===== config.mk =====
export PLATFORM = sky130hd
export DESIGN_NAME = mmio_fabric
export DESIGN_NICKNAME = d
export VERILOG_FILES = /design/src/rtl/mmio_pkg.sv /design/src/rtl/mmio_ctrl.sv /design/src/rtl/mmio_dpath.sv /design/src/rtl/mmio_fabric.sv
export SDC_FILE = /design/constraint.sdc
export NUM_CORES = 1
export LEC_CHECK = 0
export ABC_AREA = 1
export CORE_MARGIN = 2
export CORE_UTILIZATION = 62
export DETAILED_ROUTE_END_ITERATION = 10
export GPL_TIMING_DRIVEN = 0
export HOLD_SLACK_MARGIN = 0.03
export PLACE_DENSITY = 0.95
export SETUP_SLACK_MARGIN = 0.4
export SKIP_CTS_REPAIR_TIMING = 1
export SLEW_MARGIN = 10
export SYNTH_ARGS = -nofsm -noshare
export SYNTH_HDL_FRONTEND = slang
export SYNTH_SLANG_ARGS = --single-unit
export TNS_END_PERCENT = 100

===== constraint.sdc =====
create_clock -name clk -period 3.61 [get_ports clk]
set_input_delay 0.361 -clock clk [delete_from_list [all_inputs] [get_ports clk]]
set_output_delay 0.361 -clock clk [all_outputs]
set_load 0.01 [all_outputs]

===== src/rtl/mmio_pkg.sv =====
package mmio_pkg;
  localparam int DW        = 8;
  localparam int AW        = 8;
  localparam int RAM_DEPTH = 16;

  localparam logic [AW-1:0] ADDR_TX   = 8'h40;
  localparam logic [AW-1:0] ADDR_STAT = 8'h41;
  localparam logic [AW-1:0] ADDR_RX   = 8'h42;
  localparam logic [AW-1:0] ADDR_GOUT = 8'h80;
  localparam logic [AW-1:0] ADDR_GIN  = 8'h81;

  typedef struct packed {
    logic ramWe;
    logic gpioWe;
    logic txGo;
    logic rxPop;
    logic selRam;
    logic selStat;
    logic selRx;
    logic selGout;
    logic selGin;
  } strobe_t;
endpackage


===== src/rtl/mmio_ctrl.sv =====
module mmio_ctrl
  import mmio_pkg::*;
#(
  parameter int ADDR_W = AW,
  parameter int DEPTH  = RAM_DEPTH
) (
  input  logic              clk,
  input  logic              rstN,
  input  logic [ADDR_W-1:0] busAddr,
  input  logic              busWe,
  input  logic              busRe,
  input  logic              txBusy,
  output strobe_t           strb
);
  logic inRam, hitTx, hitStat, hitRx, hitGout, hitGin;

  always_comb begin
    inRam   = (busAddr < ADDR_W'(DEPTH));
    hitTx   = (busAddr == ADDR_TX);
    hitStat = (busAddr == ADDR_STAT);
    hitRx   = (busAddr == ADDR_RX);
    hitGout = (busAddr == ADDR_GOUT);
    hitGin  = (busAddr == ADDR_GIN);

    strb.ramWe   = busWe & inRam;
    strb.gpioWe  = busWe & hitGout;
    strb.txGo    = busWe & hitTx & ~txBusy;
    strb.rxPop   = busRe & hitRx;
    strb.selRam  = busRe & inRam;
    strb.selStat = busRe & hitStat;
    strb.selRx   = busRe & hitRx;
    strb.selGout = busRe & hitGout;
    strb.selGin  = busRe & hitGin;
  end

  // at most one read target is ever selected
  assert_sel_onehot_R8: assert property (@(posedge clk) disable iff (!rstN)
    $onehot0({strb.selRam, strb.selStat, strb.selRx, strb.selGout, strb.selGin}));
endmodule


===== src/rtl/mmio_dpath.sv =====
module mmio_dpath
  import mmio_pkg::*;
#(
  parameter int DATA_W = DW,
  parameter int ADDR_W = AW,
  parameter int DEPTH  = RAM_DEPTH
) (
  input  logic              clk,
  input  logic              rstN,
  input  strobe_t           strb,
  input  logic [ADDR_W-1:0] busAddr,
  input  logic [DATA_W-1:0] busWdata,
  input  logic              txBusy,
  input  logic              rxDone,
  input  logic [DATA_W-1:0] rxByte,
  input  logic [DATA_W-1:0] gpioIn,
  output logic [DATA_W-1:0] busRdata,
  output logic [DATA_W-1:0] gpioOut
);
  localparam int RAW = (DEPTH > 1) ? $clog2(DEPTH) : 1;

  logic [DATA_W-1:0] ram [DEPTH];
  logic [RAW-1:0]    ramIdx;
  logic [DATA_W-1:0] gpioReg;
  logic [DATA_W-1:0] rxData;
  logic              rxValid;

  assign ramIdx  = busAddr[RAW-1:0];
  assign gpioOut = gpioReg;

  always_ff @(posedge clk) begin
    for (int i = 0; i < DEPTH; i++) begin
      if (!rstN) ram[i] <= '0;
      else if (strb.ramWe && ramIdx == RAW'(i)) ram[i] <= busWdata;
    end
  end

  always_ff @(posedge clk) begin
    if (!rstN) gpioReg <= '0;
    else if (strb.gpioWe) gpioReg <= busWdata;
  end

  // a new byte outranks the pop so it is never dropped
  always_ff @(posedge clk) begin
    if (!rstN) begin
      rxValid <= 1'b0;
      rxData  <= '0;
    end else begin
      if (strb.rxPop) rxValid <= 1'b0;
      if (rxDone) begin
        rxValid <= 1'b1;
        rxData  <= rxByte;
      end
    end
  end

  always_comb begin
    busRdata = '0;
    if (strb.selRam)  busRdata = ram[ramIdx];
    if (strb.selStat) busRdata = DATA_W'({rxValid, txBusy});
    if (strb.selRx)   busRdata = rxData;
    if (strb.selGout) busRdata = gpioReg;
    if (strb.selGin)  busRdata = gpioIn;
  end

  assert_rx_set_R4: assert property (@(posedge clk) disable iff (!rstN)
    rxDone |=> (rxValid && rxData == $past(rxByte)));

  assert_pop_clear_R5: assert property (@(posedge clk) disable iff (!rstN)
    (strb.rxPop && !rxDone) |=> !rxValid);

  assert_gpio_hold_R6: assert property (@(posedge clk) disable iff (!rstN)
    !strb.gpioWe |=> $stable(gpioReg));

  assert_reset_clear_R9: assert property (@(posedge clk)
    !rstN |=> (gpioReg == '0 && !rxValid && rxData == '0));
endmodule


===== src/rtl/mmio_fabric.sv =====
module mmio_fabric
  import mmio_pkg::*;
(
  input  logic          clk,
  input  logic          rstN,
  input  logic [AW-1:0] busAddr,
  input  logic [DW-1:0] busWdata,
  input  logic          busWe,
  input  logic          busRe,
  output logic [DW-1:0] busRdata,
  output logic          txLoad,
  output logic [DW-1:0] txData,
  input  logic          txBusy,
  input  logic          rxDone,
  input  logic [DW-1:0] rxByte,
  output logic [DW-1:0] gpioOut,
  input  logic [DW-1:0] gpioIn
);
  strobe_t strb;

  mmio_ctrl #(.ADDR_W(AW), .DEPTH(RAM_DEPTH)) u_ctrl (
    .clk(clk), .rstN(rstN), .busAddr(busAddr), .busWe(busWe),
    .busRe(busRe), .txBusy(txBusy), .strb(strb)
  );

  mmio_dpath #(.DATA_W(DW), .ADDR_W(AW), .DEPTH(RAM_DEPTH)) u_dpath (
    .clk(clk), .rstN(rstN), .strb(strb), .busAddr(busAddr),
    .busWdata(busWdata), .txBusy(txBusy), .rxDone(rxDone),
    .rxByte(rxByte), .gpioIn(gpioIn), .busRdata(busRdata),
    .gpioOut(gpioOut)
  );

  assign txLoad = strb.txGo;
  assign txData = busWdata;

  assert_tx_blocked_R2: assert property (@(posedge clk) disable iff (!rstN)
    txBusy |-> !txLoad);

  assert_idle_zero_R10: assert property (@(posedge clk) disable iff (!rstN)
    !busRe |-> busRdata == '0);
endmodule


==> results.txt <==
----------------------------------------------------
[Setup path]
  Setup crit start ... busAddr[3]
  Data required time of the worst path ... approximately 3.3 ns
  Capturing element type of the critical path ... primary output
  Worst setup SP type ... input pin
  R2R setup slack ... approximately 2.9 ns
  Maximum net fanout on the critical path ... 8
  Worst Path Class, Setup ... input pin to primary output
  Depth of the most critical reg-to-reg path ... 2
  Reg-to-reg startpoint ... u_dpath.gpioOut[0]
  FF-to-FF End ... u_dpath.gpioOut[0]
  Data arrival time of the critical path ... 2.73 ns

[GRT]
  Via count of the first global-routing pass ... 5848
  GRT overflow ... 0
  First-pass GRT wire length ... 31900 um
  Antenna violations before repair ... 0
  Largest net degree at the start of global routing ... 17
  Global-route total usage across every layer ... between 30% and 40%

[Routing]
  Violation count after the first detailed-route iteration ... about 900
  Mean number of vias per cell ... around 6.2
  WL/cell ... approximately 22 um
  Aggregate routed wire length ... 21200 um
  Total via count after detailed routing ... 5991
  First-pass iteration count of the detailed router ... 5
  Post-route antenna net violation count ... 0
  DRC viols ... 0

[Final layout]
  Antenna fix cells ... 0
  Finished Layout Cells ... a little under 1k
  Area Growth Syn to Fin ... 20.5%
  Number of nets at the end of the flow ... around 850
  Layout cell share with drive strength beyond 1 ... between 10 and 15%
  Number of inserted filler cells in the final layout ... 672

[STA]
  Worst setup skew after layout ... 0 ns
  Part of the cycle the worst path needs ... a little under nine tenths
  Setup ws final ... between 0.5 and 0.6 ns
  Setup violations, final ... 0
  Min Clock Period, post-route ... 3.10 ns
  Final-report max-slew violation count ... 0
  Unrepaired setup endpoints after global routing ... no
  Final sum of negative setup slack ... 0 ns
  Transition time of the tightest slew-check pin ... about 1.2 ns
  Final-report hold violation count ... 0
  Timing-limited maximum frequency ... around 320 MHz
  Max-slew headroom ... a little over a fifth

[Power and ir drop]
  Worst-case vdd ir drop ... ~320 uV
  Pleak ... around 0.0033 uW
  Power per unit of standard cell area ... ~500 mW/mm^2

[Clock tree]
  Clock Tree Buf Depth ... 2
  CTS Root Cell ... sky130_fd_sc_hd__clkbuf_8
  Register clock-pin slew on the reported worst setup and hold paths ... ~0.070 ns
  Clock H-tree levels ... 4
  Clock latency at the later pin of the worst-skew pair ... 0.54 ns
  TritonCTS Sinks ... around 150
  TritonCTS Buffers ... 17
  CTS tree ... built

[Synthesis]
  Syn_area_per_cell ... ~9.5 sq um
  Post-synth ARST share ... 0%
  Commonest cells in the synthesized netlist ... sky130_fd_sc_hd__nand2_1, sky130_fd_sc_hd__nor2_1, sky130_fd_sc_hd__edfxtp_1
  Most frequently used cell type in the post-synthesis netlist ... sky130_fd_sc_hd__nand2_1
  Net count after synthesis ... ~770
  EDFF count, synth ... ~130
  Top flip-flop cell by instance count after synthesis ... sky130_fd_sc_hd__edfxtp_1
  Cells after synthesis ... 730
  Distinct cells, synth ... 31
  Sequential fraction of the synthesis area ... 60.4%
  Synthesis warning total ... 0
  Synth Register Bits ... between 100 and 150
  Cell taking the most area after synthesis ... sky130_fd_sc_hd__edfxtp_1
  Synthesized cell area ... about 0.0069 sq mm
  Share of the synthesized area in the top cell type ... between 50 and 60%
  Largest cells by area after synthesis ... sky130_fd_sc_hd__edfxtp_1, sky130_fd_sc_hd__nand2_1, sky130_fd_sc_hd__nor2_1, sky130_fd_sc_hd__dfxtp_1, sky130_fd_sc_hd__nand4_1

[Floorplan]
  Core region area ... approximately 0.011 sq mm
  Number of core rows ... 38
  Die footprint ... around 0.012 sq mm
  Boundary Pins ... 63
  Initial core utilization ... about 64%
  Chip Width ... approximately 110 um
  Die Y ... around 110 um

[Flow run]
  Maximum Capacitance Violations ... 0

[Worst hold path]
  WHS Endpoint ... u_dpath.rxData[7]
  Min-delay src ... rstN
  Type of the worst min-delay path ... input pin to register
  Hold depth ... 3

[Place]
  Global placer's final weighted congestion ... a little over 1
  Count of input and output buffers ... between 50 and 60
  Placed Instances ... roughly 930
  Placement-stage worst setup slack ... a little under 0.4 ns
  HPWL reported at the end of detailed placement ... roughly 14000 um

[Status]
  Outcome ... finished clean

----------------------------------------------------
[layer usage]
layer / vias up / wire [um] / share of wire [%] / GRT usage, %
met1: 2799 / 7250 / 34 / 47.7
met4: 0 / 1160 / 5.5 / 22.2
met3: 112 / 2680 / 13 / 9.84
li1: 2583 / - / - / -
met2: 497 / 10100 / 48 / 57.8
met5: - / 0 / 0 / 0
[worst max-delay path by stage]
stage | to | slack (ns) | cells past startpoint
2_1_floorplan | u_dpath.ram[12][0] | 1.50 | 9
3_3_place_gp | u_dpath.ram[8][1] | 0.52 | 6
3_5_place_dp | u_dpath.ram[12][3] | 0.39 | 10
4_1_cts | busRdata[0] | 0.43 | 11
5_1_grt | busRdata[4] | 0.43 | 9
6_report | busRdata[3] | 0.51 | 9
[final cells by class]
cell class              count  area [sq um]  share of cell area [%]
well taps                 140           175                    2.10
flip-flops and latches    145          4180                    50.1
multi-input cells         506          2340                    28.1
clock buffers              18           418                    5.01
clock inverters            14           235                    2.82
repair buffers             59           591                    7.07
inverters                  40           158                    1.89
plain buffers              39           244                    2.92
[metrics by stage]
stage / power, uW / utilization, % / hold slack [ns] / cell area [sq um]
after global routing: 4350 / 76.7 / 0.280 / 8350
after CTS: 4230 / 76.6 / 0.227 / 8350
after global placement: 2280 / 70.7 / 0.458 / 7690
final: 4270 / 76.7 / 0.251 / 8350
after floorplan: 2140 / - / 0.434 / 6930
after detailed placement: 2290 / 70.7 / 0.487 / 7690
[registers in the layout, summed over array words and instances (netlist names)]
signal and count:
u_dpath.gpioOut 8, u_dpath.rxData 8, u_dpath.rxValid 1, u_dpath.ram 128
[critical path, stage by stage]
cell,delay [ns]
sky130_fd_sc_hd__clkdlybuf4s50_1,0.57
sky130_fd_sc_hd__nor2_4,0.24
sky130_fd_sc_hd__inv_2,0.12
sky130_fd_sc_hd__nor2_1,0.15
sky130_fd_sc_hd__inv_1,0.09
sky130_fd_sc_hd__nor3_2,0.42
sky130_fd_sc_hd__nand2_1,0.12
sky130_fd_sc_hd__nand4_1,0.12
sky130_fd_sc_hd__clkdlybuf4s50_1,0.55
[placed cells by master, fill, tap and decap left out, types with 6 or more instances in the layout]
cell type	n
sky130_fd_sc_hd__a21oi_1	10
sky130_fd_sc_hd__buf_4	13
sky130_fd_sc_hd__clkinv_1	11
sky130_fd_sc_hd__o21ai_0	19
sky130_fd_sc_hd__nand3_2	16
sky130_fd_sc_hd__nand2_1	230
sky130_fd_sc_hd__inv_2	12
sky130_fd_sc_hd__dfxtp_1	17
sky130_fd_sc_hd__o21ai_1	23
sky130_fd_sc_hd__nor2_1	147
sky130_fd_sc_hd__edfxtp_1	128
sky130_fd_sc_hd__clkdlybuf4s50_1	59
sky130_fd_sc_hd__clkbuf_16	16
sky130_fd_sc_hd__bufinv_16	6
sky130_fd_sc_hd__buf_2	8
sky130_fd_sc_hd__nand4_1	32
sky130_fd_sc_hd__clkbuf_1	12
sky130_fd_sc_hd__inv_1	17
[cell families (layout without fill, tap and decap cells)]
logic type | Yosys count | in the layout | synth area share [%]
simple gates | 453 | 453 | 29.9
flops | 145 | 145 | 60.4
compound gates | 53 | 53 | 3.87
buf+inv | 79 | 170 | 5.78
[report_power, final]
group          total (uW)  internal, uW  leakage, uW  switching (uW)
Combinational         348           110      0.00160             238
Clock                1990          1260     0.000315             727
Sequential           1930          1900      0.00135            29.6
Total                4270          3280      0.00327             995
Power figures use the tool's default switching activity.
